File: src/rtl/alt_phase_pkg.sv
package alt_phase_pkg;

  typedef enum logic [1:0] {TX_IDLE, TX_START, TX_DATA, TX_END} tx_state_e;

  localparam int START_STEPS = 12;
  localparam int END_STEPS   = 7;

  // byte idx of a word, idx 0 = bits 7:0
  function automatic logic [7:0] byte_of(input logic [31:0] w, input logic [1:0] idx);
    return w[8*idx +: 8];
  endfunction

  // {A,B} level of a start-pattern step
  function automatic logic [1:0] start_lvl(input logic [3:0] s);
    case (s)
      4'd0:    return 2'b11;
      4'd1:    return 2'b01;
      4'd10:   return 2'b11;
      4'd11:   return 2'b10;
      default: return s[0] ? 2'b01 : 2'b00;
    endcase
  endfunction

  // {A,B} level of an end-pattern step; keep = A level carried from last bit
  function automatic logic [1:0] end_lvl(input logic [3:0] s, input logic keep);
    case (s)
      4'd0:    return {keep, 1'b1};
      4'd1:    return {keep, 1'b0};
      4'd2:    return 2'b00;
      4'd3:    return 2'b10;
      4'd4:    return 2'b00;
      4'd5:    return 2'b10;
      default: return 2'b11;
    endcase
  endfunction

  // length of a pattern step in cycles
  function automatic int step_len(input logic is_end, input logic [3:0] s,
                                  input int unit, input int half);
    if (!is_end) return (s == 4'd10) ? 1 : unit;
    return (s <= 4'd1) ? half : unit;
  endfunction

endpackage

File: src/rtl/alt_phase_pattern.sv
module alt_phase_pattern
  import alt_phase_pkg::*;
#(
  parameter int UNIT_CYC = 125
) (
  input  logic clk_i,
  input  logic rst_ni,
  input  logic go_i,
  input  logic sel_end_i,
  input  logic keep_a_i,
  output logic active_o,
  output logic last_o,
  output logic a_o,
  output logic b_o
);
  localparam int HALF_CYC = (UNIT_CYC / 2 < 1) ? 1 : UNIT_CYC / 2;
  localparam int CNT_W    = $clog2(UNIT_CYC + 1);

  logic             active_q, sel_q, keep_q;
  logic [3:0]       step_q;
  logic [CNT_W-1:0] cnt_q;
  logic [3:0]       last_step;
  logic [1:0]       lvl;

  assign last_step = sel_q ? 4'(END_STEPS - 1) : 4'(START_STEPS - 1);
  assign last_o    = active_q && (cnt_q == '0) && (step_q == last_step);
  assign active_o  = active_q;

  always_ff @(posedge clk_i or negedge rst_ni) begin
    if (!rst_ni) begin
      active_q <= 1'b0;
      sel_q    <= 1'b0;
      keep_q   <= 1'b1;
      step_q   <= '0;
      cnt_q    <= '0;
    end else if (go_i) begin
      active_q <= 1'b1;
      sel_q    <= sel_end_i;
      keep_q   <= keep_a_i;
      step_q   <= '0;
      cnt_q    <= CNT_W'(step_len(sel_end_i, 4'd0, UNIT_CYC, HALF_CYC) - 1);
    end else if (active_q) begin
      if (cnt_q == '0) begin
        if (step_q == last_step) begin
          active_q <= 1'b0;
        end else begin
          step_q <= step_q + 4'd1;
          cnt_q  <= CNT_W'(step_len(sel_q, step_q + 4'd1, UNIT_CYC, HALF_CYC) - 1);
        end
      end else begin
        cnt_q <= cnt_q - 1'b1;
      end
    end
  end

  always_comb begin
    if (!active_q)  lvl = 2'b11;
    else if (sel_q) lvl = end_lvl(step_q, keep_q);
    else            lvl = start_lvl(step_q);
  end
  assign a_o = lvl[1];
  assign b_o = lvl[0];

  AST_PAT_STEP_RANGE: assert property (@(posedge clk_i) disable iff (!rst_ni)
    active_q |-> step_q <= last_step);

endmodule

File: src/rtl/alt_phase_shift.sv
module alt_phase_shift #(
  parameter int PHASE_CYC = 8
) (
  input  logic       clk_i,
  input  logic       rst_ni,
  input  logic       load_i,
  input  logic [7:0] byte_i,
  output logic       active_o,
  output logic       done_o,
  output logic       a_o,
  output logic       b_o
);
  localparam int SETUP_CYC = PHASE_CYC / 2;
  localparam int PC_W      = (PHASE_CYC > 1) ? $clog2(PHASE_CYC) : 1;

  logic            active_q;
  logic [7:0]      shreg_q;
  logic [2:0]      bitn_q;
  logic [PC_W-1:0] cyc_q;
  logic            strobe_hi, data_bit, phase_two, phase_end;

  assign phase_end = (cyc_q == PC_W'(PHASE_CYC - 1));
  assign done_o    = active_q && phase_end && (bitn_q == 3'd7);
  assign active_o  = active_q;

  always_ff @(posedge clk_i or negedge rst_ni) begin
    if (!rst_ni) begin
      active_q <= 1'b0;
      shreg_q  <= '0;
      bitn_q   <= '0;
      cyc_q    <= PC_W'(PHASE_CYC - 1);
    end else if (load_i) begin
      active_q <= 1'b1;
      shreg_q  <= byte_i;
      bitn_q   <= '0;
      cyc_q    <= '0;
    end else if (active_q) begin
      if (phase_end) begin
        if (bitn_q == 3'd7) begin
          active_q <= 1'b0;          // freeze: outputs hold last levels
        end else begin
          bitn_q  <= bitn_q + 3'd1;
          shreg_q <= {shreg_q[6:0], 1'b0};
          cyc_q   <= '0;
        end
      end else begin
        cyc_q <= cyc_q + 1'b1;
      end
    end
  end

  assign strobe_hi = (cyc_q < PC_W'(SETUP_CYC));
  assign data_bit  = shreg_q[7];
  assign phase_two = bitn_q[0];
  assign a_o = phase_two ? data_bit  : strobe_hi;
  assign b_o = phase_two ? strobe_hi : data_bit;

  AST_DATA_HELD_AT_STROBE: assert property (@(posedge clk_i) disable iff (!rst_ni)
    (active_q && $fell(strobe_hi)) |-> $stable(data_bit));

endmodule

File: src/rtl/alt_phase_tx.sv
module alt_phase_tx
  import alt_phase_pkg::*;
#(
  parameter int LEN_W     = 8,
  parameter int UNIT_CYC  = 125,
  parameter int PHASE_CYC = 8
) (
  input  logic             clk_i,
  input  logic             rst_ni,
  input  logic             word_valid_i,
  input  logic [31:0]      word_data_i,
  input  logic [LEN_W-1:0] len_m1_i,
  output logic             word_ready_o,
  output logic             busy_o,
  output logic             wire_a_o,
  output logic             wire_a_oe_o,
  output logic             wire_b_o,
  output logic             wire_b_oe_o
);
  tx_state_e        state_q;
  logic [31:0]      stage_q, cur_q;
  logic             stage_full_q, wait_word_q, sending_chk_q;
  logic [LEN_W-1:0] acc_left_q, send_left_q;
  logic [1:0]       byte_idx_q;
  logic [7:0]       chk_q;

  // named internal events
  logic word_fire, pkt_open, start_done, word_boundary, need_word, load_word;
  logic next_byte, load_chk, end_go, ser_load;
  logic [7:0] ser_byte;
  logic pat_active, pat_last, pat_a, pat_b;
  logic ser_active, ser_done, ser_a, ser_b;

  assign word_ready_o = (state_q == TX_IDLE) ||
                        (((state_q == TX_START) || (state_q == TX_DATA)) &&
                         !stage_full_q && (acc_left_q != '0));
  assign word_fire     = word_valid_i && word_ready_o;
  assign pkt_open      = (state_q == TX_IDLE) && word_fire;
  assign start_done    = (state_q == TX_START) && pat_last;
  assign word_boundary = (state_q == TX_DATA) && ser_done && !sending_chk_q && (byte_idx_q == 2'd3);
  assign need_word     = start_done || (word_boundary && (send_left_q != '0)) || wait_word_q;
  assign load_word     = need_word && stage_full_q;
  assign next_byte     = (state_q == TX_DATA) && ser_done && !sending_chk_q && (byte_idx_q != 2'd3);
  assign load_chk      = word_boundary && (send_left_q == '0);
  assign end_go        = (state_q == TX_DATA) && ser_done && sending_chk_q;
  assign ser_load      = load_word || next_byte || load_chk;
  assign ser_byte      = load_word ? byte_of(stage_q, 2'd0) :
                         next_byte ? byte_of(cur_q, byte_idx_q + 2'd1) : chk_q;

  always_ff @(posedge clk_i or negedge rst_ni) begin
    if (!rst_ni) begin
      state_q       <= TX_IDLE;
      stage_q       <= '0;
      cur_q         <= '0;
      stage_full_q  <= 1'b0;
      wait_word_q   <= 1'b0;
      sending_chk_q <= 1'b0;
      acc_left_q    <= '0;
      send_left_q   <= '0;
      byte_idx_q    <= '0;
      chk_q         <= '0;
    end else begin
      if (pkt_open) begin
        state_q       <= TX_START;
        stage_q       <= word_data_i;
        stage_full_q  <= 1'b1;
        acc_left_q    <= len_m1_i;
        send_left_q   <= len_m1_i;
        chk_q         <= '0;
        sending_chk_q <= 1'b0;
        wait_word_q   <= 1'b0;
      end else if (word_fire) begin
        stage_q      <= word_data_i;
        stage_full_q <= 1'b1;
        acc_left_q   <= acc_left_q - 1'b1;
      end
      if (load_word) begin
        cur_q        <= stage_q;
        stage_full_q <= 1'b0;
        byte_idx_q   <= '0;
        wait_word_q  <= 1'b0;
        if (state_q == TX_DATA) send_left_q <= send_left_q - 1'b1;
      end else if (need_word) begin
        wait_word_q <= 1'b1;
      end
      if (next_byte) byte_idx_q <= byte_idx_q + 2'd1;
      if (load_word || next_byte) chk_q <= chk_q ^ ser_byte;
      if (load_chk) sending_chk_q <= 1'b1;
      if (start_done) state_q <= TX_DATA;
      if (end_go) state_q <= TX_END;
      if ((state_q == TX_END) && pat_last) state_q <= TX_IDLE;
    end
  end

  alt_phase_pattern #(.UNIT_CYC(UNIT_CYC)) u_pattern (
    .clk_i     (clk_i),
    .rst_ni    (rst_ni),
    .go_i      (pkt_open || end_go),
    .sel_end_i (end_go),
    .keep_a_i  (ser_a),
    .active_o  (pat_active),
    .last_o    (pat_last),
    .a_o       (pat_a),
    .b_o       (pat_b)
  );

  alt_phase_shift #(.PHASE_CYC(PHASE_CYC)) u_shift (
    .clk_i    (clk_i),
    .rst_ni   (rst_ni),
    .load_i   (ser_load),
    .byte_i   (ser_byte),
    .active_o (ser_active),
    .done_o   (ser_done),
    .a_o      (ser_a),
    .b_o      (ser_b)
  );

  assign busy_o      = (state_q != TX_IDLE);
  assign wire_a_oe_o = busy_o;
  assign wire_b_oe_o = busy_o;
  assign wire_a_o    = (state_q == TX_DATA) ? ser_a : pat_a;
  assign wire_b_o    = (state_q == TX_DATA) ? ser_b : pat_b;

  AST_ONE_SOURCE: assert property (@(posedge clk_i) disable iff (!rst_ni)
    $onehot0({pat_active, ser_active}));
  AST_START_HANDOFF: assert property (@(posedge clk_i) disable iff (!rst_ni)
    start_done |-> (pat_a && !pat_b));
  AST_END_AFTER_CHECK: assert property (@(posedge clk_i) disable iff (!rst_ni)
    ((state_q == TX_END) && ($past(state_q) == TX_DATA)) |-> $past(sending_chk_q));
  AST_RELEASE_AFTER_END: assert property (@(posedge clk_i) disable iff (!rst_ni)
    $fell(busy_o) |-> ($past(state_q) == TX_END));

endmodule

File: config.mk
export PLATFORM = sky130hd
export DESIGN_NAME = alt_phase_tx
export DESIGN_NICKNAME = d
export VERILOG_FILES = /design/src/rtl/alt_phase_pkg.sv /design/src/rtl/alt_phase_pattern.sv /design/src/rtl/alt_phase_shift.sv /design/src/rtl/alt_phase_tx.sv
export SDC_FILE = /design/constraint.sdc
export NUM_CORES = 1
export LEC_CHECK = 0
export CAP_MARGIN = 20
export CORE_MARGIN = 10
export CORE_UTILIZATION = 60
export DETAILED_ROUTE_END_ITERATION = 10
export GPL_ROUTABILITY_DRIVEN = 0
export PLACE_DENSITY = 0.79
export SYNTH_ARGS = -nofsm -noshare
export SYNTH_HDL_FRONTEND = slang
export SYNTH_SLANG_ARGS = --single-unit
File: constraint.sdc
create_clock -name clk_i -period 4.45 [get_ports clk_i]
set_input_delay 1.335 -clock clk_i [delete_from_list [all_inputs] [get_ports clk_i]]
set_output_delay 1.335 -clock clk_i [all_outputs]
set_load 0.005 [all_outputs]
Yosys cells after proc, flatten, opt, wreduce, memory -nomap -nowiden
Index checks and enable logic that the tools add are counted.
{ "word_totals": {"wordCells": 184, "out_inout_bits": 6, "reg_bits": 124} }
{ "op_classes": {"bitwise_logic": 1, "n_mux": 80, "n_eq_ne": 20, "magnitude_cmp": 2, "shift": 1, "reduce_logical": 52, "addsub": 9} }
{ "ops": {"columns": ["operator", "n"], "rows": [
  ["2-to-1 mux 7 bit", 15],
  ["2-to-1 mux 8 bit", 13],
  ["2-to-1 mux 32 bit", 2],
  ["variable part select 32 x 6 -> 8 bit", 1],
  ["2-to-1 mux 1 bit", 27],
  ["2-to-1 mux 3 bit", 8],
  ["2-to-1 mux 4 bit", 5],
  ["logical AND 1 bit", 18],
  ["nonzero test 2 bit", 9],
  ["2-to-1 mux 2 bit", 8],
  ["nonzero test 8 bit", 2],
  ["subtractor 8 x 1 -> 8 bit, second input constant", 2],
  ["subtractor 7 x 2 -> 7 bit, second input constant", 2],
  ["== test 4 bit, second input constant", 3],
  ["== test 4 x 2 -> 1 bit, second input constant", 2],
  ["== test 4 x 3 -> 1 bit, second input constant", 2],
  ["zero test 8 bit", 1],
  ["one-hot mux 2 bit (4 select lines)", 1],
  ["bitwise XOR 8 bit", 1],
  ["zero test 7 bit", 1],
  ["logical OR 1 bit", 7],
  ["subtractor 7 x 1 -> 7 bit, second input constant", 1],
  ["adder 3 x 1 -> 3 bit, second input constant", 2],
  ["== test 2 bit, second input constant", 3],
  ["other kinds (21)", 29]
]} }

Logic depth before layout (Yosys ltp)
Gate-level depths: netlist of run 1.
{ "logic_depth": {"word_depth": 19, "mapped_depth": 10} }

Modules after synthesis
From an unflattened synthesis of run 1, not the netlist that was laid out.
{ "hier_totals": {"hier_cells": 596, "hier_area_um2": 6764.0} }
{ "modules_own_cells": {"columns": ["module", "n_inst", "cells_per_inst", "area_each_um2", "seq_area_each_um2"], "rows": [
  ["alt_phase_tx", 1, 419, 4852.2, 2377.3],
  ["alt_phase_pattern", 1, 118, 1098.6, 351.6],
  ["alt_phase_shift", 1, 59, 813.3, 379.1]
]} }

Worst setup path before layout of run 1
Ideal clock, no wire load.
{ "synth_path": {"kind": "flip-flop to output port", "start": "register acc_left_q[2]", "end": "output port word_ready_o", "n_path_buf": 1, "arrival_ps": 1679, "stages_incl_launch_ff": 5, "required_time_ps": 3115, "slack_ps": 1436, "path_cell_list": "dfrtp_1 > buf_6 > or4_4 > o311a_4 > or2_2"} }
{ "synth_between": {"elab_chain_cells": 3} }
{ "synth_rtl": {"columns": ["item", "line_no", "rtl"], "rows": [
  ["start: declaration", "alt_phase_tx.sv:23", "logic [LEN_W-1:0] acc_left_q, send_left_q;"],
  ["start signal: assignment", "alt_phase_tx.sv:67", "acc_left_q <= len_m1_i;"],
  ["start signal: assignment", "alt_phase_tx.sv:75", "acc_left_q <= acc_left_q - 1'b1;"],
  ["nonzero test 8 bit", "alt_phase_tx.sv:36", "!stage_full_q && (acc_left_q != '0));"],
  ["logical AND 1 bit", "alt_phase_tx.sv:36", null],
  ["logical OR 1 bit", "alt_phase_tx.sv:34", "assign word_ready_o = (state_q == TX_IDLE) ||"],
  ["end: declaration", "alt_phase_tx.sv:13", "output logic word_ready_o,"]
]} }
No other way between the ends.

Worst setup path in the final report of run 1
{ "layout_path": {"start": "register u_pattern.step_q[0]", "end": "output port wire_a_o"} }
{ "layout_between": {"elab_chain_cells": 6} }
{ "layout_rtl": {"columns": ["item", "line_no", "rtl"], "rows": [
  ["start: declaration", "alt_phase_pattern.sv:20", "logic [3:0] step_q;"],
  ["start signal: assignment", "alt_phase_pattern.sv:47", "step_q <= step_q + 4'd1;"],
  ["== test 4 x 2 -> 1 bit, or another cell as far along", "alt_phase_pkg.sv:26", "case (s)"],
  ["OR reduction 2 bit (no source line)", null, null],
  ["one-hot mux 2 bit (4 select lines) or one-hot mux 2 bit (3 select lines) (tied branches)", "alt_phase_pkg.sv:26, alt_phase_pkg.sv:15", null],
  ["2-to-1 mux 2 bit (*)", "alt_phase_pattern.sv:58", "else if (sel_q) lvl = end_lvl(step_q, keep_q);"],
  ["2-to-1 mux 2 bit (*)", "alt_phase_pattern.sv:57", "if (!active_q) lvl = 2'b11;"],
  ["2-to-1 mux 1 bit (*)", "alt_phase_tx.sv:121", "assign wire_a_o = (state_q == TX_DATA) ? ser_a : pat_a;"],
  ["end: declaration", "alt_phase_tx.sv:15", "output logic wire_a_o,"]
]} }
Mark *: on every way between the ends. The rest lies on a longest branch, timed or not.

==> results of run 1 <==
==> final cells by class <==
class	instances	area [um^2]
clock inverter	6	85.1
multi-input combinational	461	2980
timing repair buffer	55	531
inverter	22	82.6
clock buffer	24	490
tap	136	170
fill	703	2920
sequential	124	3110
==> power breakdown <==
group | internal [mW] | total [mW] | switching [mW]
logic | 0.0343 | 0.0639 | 0.0296
clock network | 0.863 | 1.33 | 0.464
registers | 1.13 | 1.13 | 0.0000000000538
==> final timing paths <==
check	startpoint	endpoint	slack [ns]	cells after the start
setup / recovery	u_pattern.step_q[0]$_DFFE_PN0P_	wire_a_o	0.41	7
min in group asynchronous	rst_ni	stage_q[15]$_DFFE_PN0P_	0.90	1
max in group asynchronous	rst_ni	u_shift.cyc_q[2]$_DFFE_PN1P_	2.64	2
hold / removal	stage_q[30]$_DFFE_PN0P_	cur_q[30]$_DFFE_PN0P_	0.47	2
hold reg to reg	stage_q[30]$_DFFE_PN0P_	cur_q[30]$_DFFE_PN0P_	0.47	2
setup reg to reg	u_pattern.step_q[2]$_DFFE_PN0P_	chk_q[0]$_DFFE_PN0P_	1.48	6
==> worst reg2reg max path: cells and delay by family, from the launching register on <==
family | cells | cell delay (ns)
and+or+nand+nor | 2 | 1.03
DFF | 1 | 0.55
AOI/OAI and AO/OA | 4 | 1.28
==> metal layers <==
metal	track usage, %	wire [um]	vias to the layer above
li1	-	-	2343
met1	25.5	6390	2419
met2	29.9	6620	154
met3	4.65	704	28
met4	7.93	274	0
met5	0	0	-
==> flip-flops by register name, indices dropped and copies added (netlist names), 2 cells and up <==
| name | cells |
|---|---|
| u_pattern.step_q | 4 |
| chk_q | 8 |
| u_shift.cyc_q | 3 |
| u_shift.bitn_q | 3 |
| u_shift.shreg_q | 8 |
| cur_q | 32 |
| send_left_q | 8 |
| state_q | 2 |
| byte_idx_q | 2 |
| acc_left_q | 8 |
| stage_q | 32 |
| u_pattern.cnt_q | 7 |
==> cells by family after synthesis <==
| group | after synthesis |
|---|---|
| fa+ha+maj | 19 |
| compound gates | 149 |
| buf+inv | 59 |
| flops | 124 |
| simple gates | 238 |
| mux | 52 |
| xor+xnor | 3 |
==> cell usage in the layout (no fill, tap or decap), types with 7 or more instances in the layout <==
| cell | count |
|---|---|
| ha_1 | 19 |
| mux2i_1 | 11 |
| a211oi_1 | 10 |
| o211ai_1 | 14 |
| nor3_1 | 9 |
| mux2_2 | 31 |
| inv_1 | 22 |
| or3_1 | 7 |
| a21oi_1 | 25 |
| o21ai_0 | 43 |
| buf_4 | 8 |
| dfrtp_1 | 120 |
| mux4_2 | 8 |
| nand3_1 | 22 |
| o21ai_1 | 7 |
| nor2b_1 | 11 |
| nor2_1 | 34 |
| clkbuf_16 | 16 |
| nand2_1 | 120 |
| clkdlybuf4s50_1 | 47 |
| a21o_1 | 9 |
==> metrics by stage <==
step                worst slack, ns  power [mW]
floorplan                      1.44        1.15
global placement              0.997        1.21
detailed placement            0.977        1.21
CTS                           0.421        2.53
global route                  0.223        2.59
finish                        0.406        2.52
==> cell usage after synthesis, types with 3 or more instances <==
cell type and number:
mux4_2 8, o21ai_1 7, nor2b_1 11, buf_2 9, nand4_1 6, a21boi_0 6
nand3b_1 4, nor3_1 9, o22ai_1 6, dfstp_2 4, o21ai_0 43, xor2_1 3
a211oi_1 10, buf_6 3, or3_1 7, ha_1 19, buf_4 5, clkbuf_1 16
and3_1 6, dfrtp_1 120, a21o_1 9, inv_1 22, o211ai_1 14, a31oi_1 6
mux2i_1 11, nand2_1 120, nor2_1 34, nand2b_1 5, buf_8 3, nand3_1 22
a21oi_1 25, mux2_2 31
==> results.toml, run 1 <==
[final_layout]
design_area_mm2 = 0.00745
syn_to_final_growth_pct = 16.4
fin_nets = 743
drive_gt1_share_pct = 13.0
antenna_cells = 0
final_core_util_pct = 71.8
fin_cells = 828

[drt]
drc_errors = 0
firstDrtPassIters = 7
routed_wl_um = 14000
routed_via_density = 5.97
drt-initial-drc-count = 366
wire_per_inst_um = 16.9
vias = 4944
antenna_left = 0

[synthesis]
synth_area_leaders = "dfrtp_1, nand2_1, mux2_2, ha_1, o21ai_0"
synth-compound-area-share_pct = 15.0
synth_edf_count = 0
ys_seq_area_share_pct = 48.6
synth_mux_area_share_pct = 10.3
ys_async_sr_fraction_pct = 100
synth-xor-area-share_pct = 0.411
synth_fp_nets = 706
ys_types = 63
synth_top_family_by_area = "simple AND/OR/NAND/NOR gates"
yosysTopAreaCell = "dfrtp_1"
yosys.area.top_type_share_pct = 46.9
yosys.area_share.simple_pct = 17.1
synthesis.area_mm2 = 0.00640
yosys_warnings = 0
synth_area_per_cell_um2 = 9.93
synth_seq_cells = 124
netlist_instances = 644
ys.flop_type = "dfrtp_1"
synthAdderAreaFrac_pct = 3.72

[timing]
period_needed_ns = 4.04
hold_violations = 0
fin_crit_sh_pct = 90.9
clock.fmax_mhz = 247
maxSlewHeadroom_pct = 37.0
rsz0062_at_grt = "false"
setup_violations = 0
skew_ns = 0.00699
setup_tns_ns = 0
finalMaxSlewViolations = 0
tightest_slew_ns = 0.944
hold_ws_ns = 0.469

[worst_setup_path]
crit_chain = "inv_1, ha_1, nor2_1, a2111oi_0, nor4bb_1, a21oi_1, clkdlybuf4s50_1"
cp-start-kind = "flip-flop"
critPathMaxStageDelay_ns = 0.52
cp-end-kind = "output port"
cp_top_family = "buffers and inverters"
crit_buf_inv = 2
worst_ep_arrival_time_ns = 2.71
slowest_stage = "clkdlybuf4s50_1"
path_max_fanout = 9
required_ns = 3.12
path_class = "reg -> out"

[clocking]
clk_pin_slew_ns = 0.06
cts_hold_buf = 0
clockRootBuffer = "clkbuf_8"
post_cts.repair.setup_buffers = 0
cts_tree = "built"
cts_buffer_depth = 2
ctsResizeCount = 0
numCtsBuffers = 17
cts_sinks = 124
htree_num_levels = 4
clkLatencyLatePin_ns = 0.52

[placement]
io_buffers = 48
dp_hpwl_um = 9650
dp.cells = 798
post_dp_cell_area_mm2 = 0.00687

[die]
die_w_um = 123
ios = 49
die_h_um = 123
die_area_mm2 = 0.0152
start_util_pct = 61.7
fp-row-count = 37
core_area_mm2 = 0.0104

[job]
cap_violations = 0

[global_route]
grt_pass1_vias = 4913
grt_max_degree = 64
antenna_found_initial = 0
grtUsageTotal_pct = 19.3
overflow = 0
grt_pass1_wl_um = 23600

[pwr]
p_leak_nw = 3.56
ir_drop_uv = 267
powerDensity_mw_per_mm2 = 338

[worst_hold_path]
worstHoldPathType = "reg -> reg"

[outcome]
status = "completed"
Power figures use the tool's default switching activity.
==> run 2, diff against run 1 <==
--- a/config.mk
+++ b/config.mk
@@ -7,10 +7,10 @@
 export LEC_CHECK = 0
 export CAP_MARGIN = 20
 export CORE_MARGIN = 10
-export CORE_UTILIZATION = 60
+export CORE_UTILIZATION = 53
 export DETAILED_ROUTE_END_ITERATION = 10
 export GPL_ROUTABILITY_DRIVEN = 0
-export PLACE_DENSITY = 0.79
+export PLACE_DENSITY = 0.73
 export SYNTH_ARGS = -nofsm -noshare
 export SYNTH_HDL_FRONTEND = slang
 export SYNTH_SLANG_ARGS = --single-unit
==> constraint.sdc (replaced) <==
create_clock -name clk_i -period 3.4 [get_ports clk_i]
set_input_delay 1.02 -clock clk_i [delete_from_list [all_inputs] [get_ports clk_i]]
set_output_delay 1.02 -clock clk_i [all_outputs]
set_load 0.005 [all_outputs]
==> results.toml, run 2 (synthesis results as in run 1) <==
[outcome]
status = "completed"

[placement]
post_dp_cell_area_mm2 = 0.00695
dp_hpwl_um = 9830
io_buffers = 48
dp.cells = 818

[final_layout]
design_area_mm2 = 0.00771
fin_nets = 758
syn_to_final_growth_pct = 20.5
antenna_cells = 0
final_core_util_pct = 64.7
drive_gt1_share_pct = 16.6
reg.largest.list = "cur_q: 32 flops, stage_q: 32 flops"
layout_commonest_cell = "nand2_1"
final_cell_mix = "nand2_1, dfrtp_1, clkdlybuf4s50_1"
fin_cells = 856

[global_route]
overflow = 0
grt_pass1_vias = 4962
grt_pass1_wl_um = 24000
grt_max_degree = 47
grtUsageTotal_pct = 17.6
antenna_found_initial = 0

[clocking]
cts_buffer_depth = 2
cts_sinks = 124
htree_num_levels = 4
clkLatencyLatePin_ns = 0.42
clk_pin_slew_ns = 0.06
clockRootBuffer = "clkbuf_16"
cts_tree = "built"
numCtsBuffers = 17

[die]
start_util_pct = 53.7
core_area_mm2 = 0.0119
ios = 49
fp-row-count = 40
die_w_um = 130
die_h_um = 130
die_area_mm2 = 0.0169

[worst_setup_path]
cp-end-kind = "output port"
path_max_fanout = 5
crit_chain = "or4_4, o311a_4, or2_2, dlygate4sd2_1"
required_ns = 2.38
path_class = "reg -> out"
cp-start-kind = "flip-flop"
worst_ep_arrival_time_ns = 2.24
critPathMaxStageDelay_ns = 0.54
slowest_stage = "or4_4"

[pwr]
p_leak_nw = 3.70
powerDensity_mw_per_mm2 = 462
ir_drop_uv = 351

[timing]
fin_crit_sh_pct = 95.9
finalMaxSlewViolations = 0
setup_violations = 0
maxSlewHeadroom_pct = 42.5
tightest_slew_ns = 0.859
skew_ns = 0.0102
rsz0062_at_grt = "false"
period_needed_ns = 3.26
setup_tns_ns = 0
hold_violations = 0
clock.fmax_mhz = 307
hold_ws_ns = 0.466

[drt]
vias = 4994
routed_wl_um = 14200
routed_via_density = 5.83
drt-initial-drc-count = 340
drc_errors = 0
wire_per_inst_um = 16.6
antenna_left = 0
firstDrtPassIters = 5

[worst_hold_path]
worstHoldPathType = "reg -> reg"

[job]
cap_violations = 0
## run 2: cell count changes in the layout (fill, tap and decap cells not counted), sizes merged
cell	before	now
clkinvlp	2	5
bufinv	2	5
clkdlybuf4s50	47	44
clkbuf	24	19
clkinv	2	1
dlymetal6s2s	0	2
dlygate4sd2	0	1
buf	8	23
inv	22	24
## run 2: metal layers
metal / routed length, um / vias to the layer above / global-route usage (%)
met4: 174 / 0 / 6.22
met5: 0 / - / 0
met3: 573 / 18 / 4.50
li1: - / 2384 / -
met1: 6470 / 2486 / 22.5
met2: 7000 / 106 / 28.4
## run 2: path summary, 6_finish.rpt
kind                       cells after the start  slack, ns                 startpoint                      endpoint
min in group asynchronous                      1       0.59                     rst_ni         cur_q[26]$_DFFE_PN0P_
hold / removal                                 2       0.47    stage_q[20]$_DFFE_PN0P_         cur_q[20]$_DFFE_PN0P_
hold reg to reg                                2       0.47    stage_q[20]$_DFFE_PN0P_         cur_q[20]$_DFFE_PN0P_
setup / recovery                               4       0.14  acc_left_q[2]$_DFFE_PN0P_                  word_ready_o
setup reg to reg                               5       0.65  acc_left_q[2]$_DFFE_PN0P_        stage_q[5]$_DFFE_PN0P_
max in group asynchronous                      2       1.96                     rst_ni  u_pattern.keep_q$_DFFE_PN1N_
## run 2: stage by stage
step | setup slack (ns) | total power, mW
4_1_cts | -0.0482 | 3.58
3_3_place_gp | 0.265 | 1.59
2_1_floorplan | 0.701 | 1.51
3_5_place_dp | 0.235 | 1.59
5_1_grt | 0.0810 | 3.67
6_report | 0.139 | 3.56
## run 2: cell type report
type | instances | area [um^2]
fillers | 948 | 4200
repair buffers | 70 | 647
clock inverters | 13 | 214
flip-flops and latches | 124 | 3110
inverters | 22 | 82.6
multi-input cells | 461 | 3030
clock buffers | 19 | 443
well taps | 147 | 184
## run 2: report_power, final
| group | total [mW] | switching, mW | internal [mW] |
|---|---|---|---|
| Sequential | 1.48 | 0.0000000000713 | 1.48 |
| Combinational | 0.0840 | 0.0384 | 0.0456 |
| Clock | 2.00 | 0.672 | 1.32 |
## run 2: what timing repair did
| action | CTS | global route |
|---|---|---|
| gates resized for setup | 8 | 8 |
| pin swaps | 1 | 1 |
| hold buffers | 0 | 0 |
| setup buffers | 5 | 1 |
| hold endpoints to repair | 0 | 0 |
| endpoints found under the setup margin | 3 | 2 |
## run 2: critical path: cells and delay by family (launching register included)
kind | cells | cell delay (ns)
AND/OR/NAND/NOR | 2 | 0.81
flip-flops | 1 | 0.40
AO/OA/AOI/OAI | 1 | 0.35
buffers and inverters | 1 | 0.26
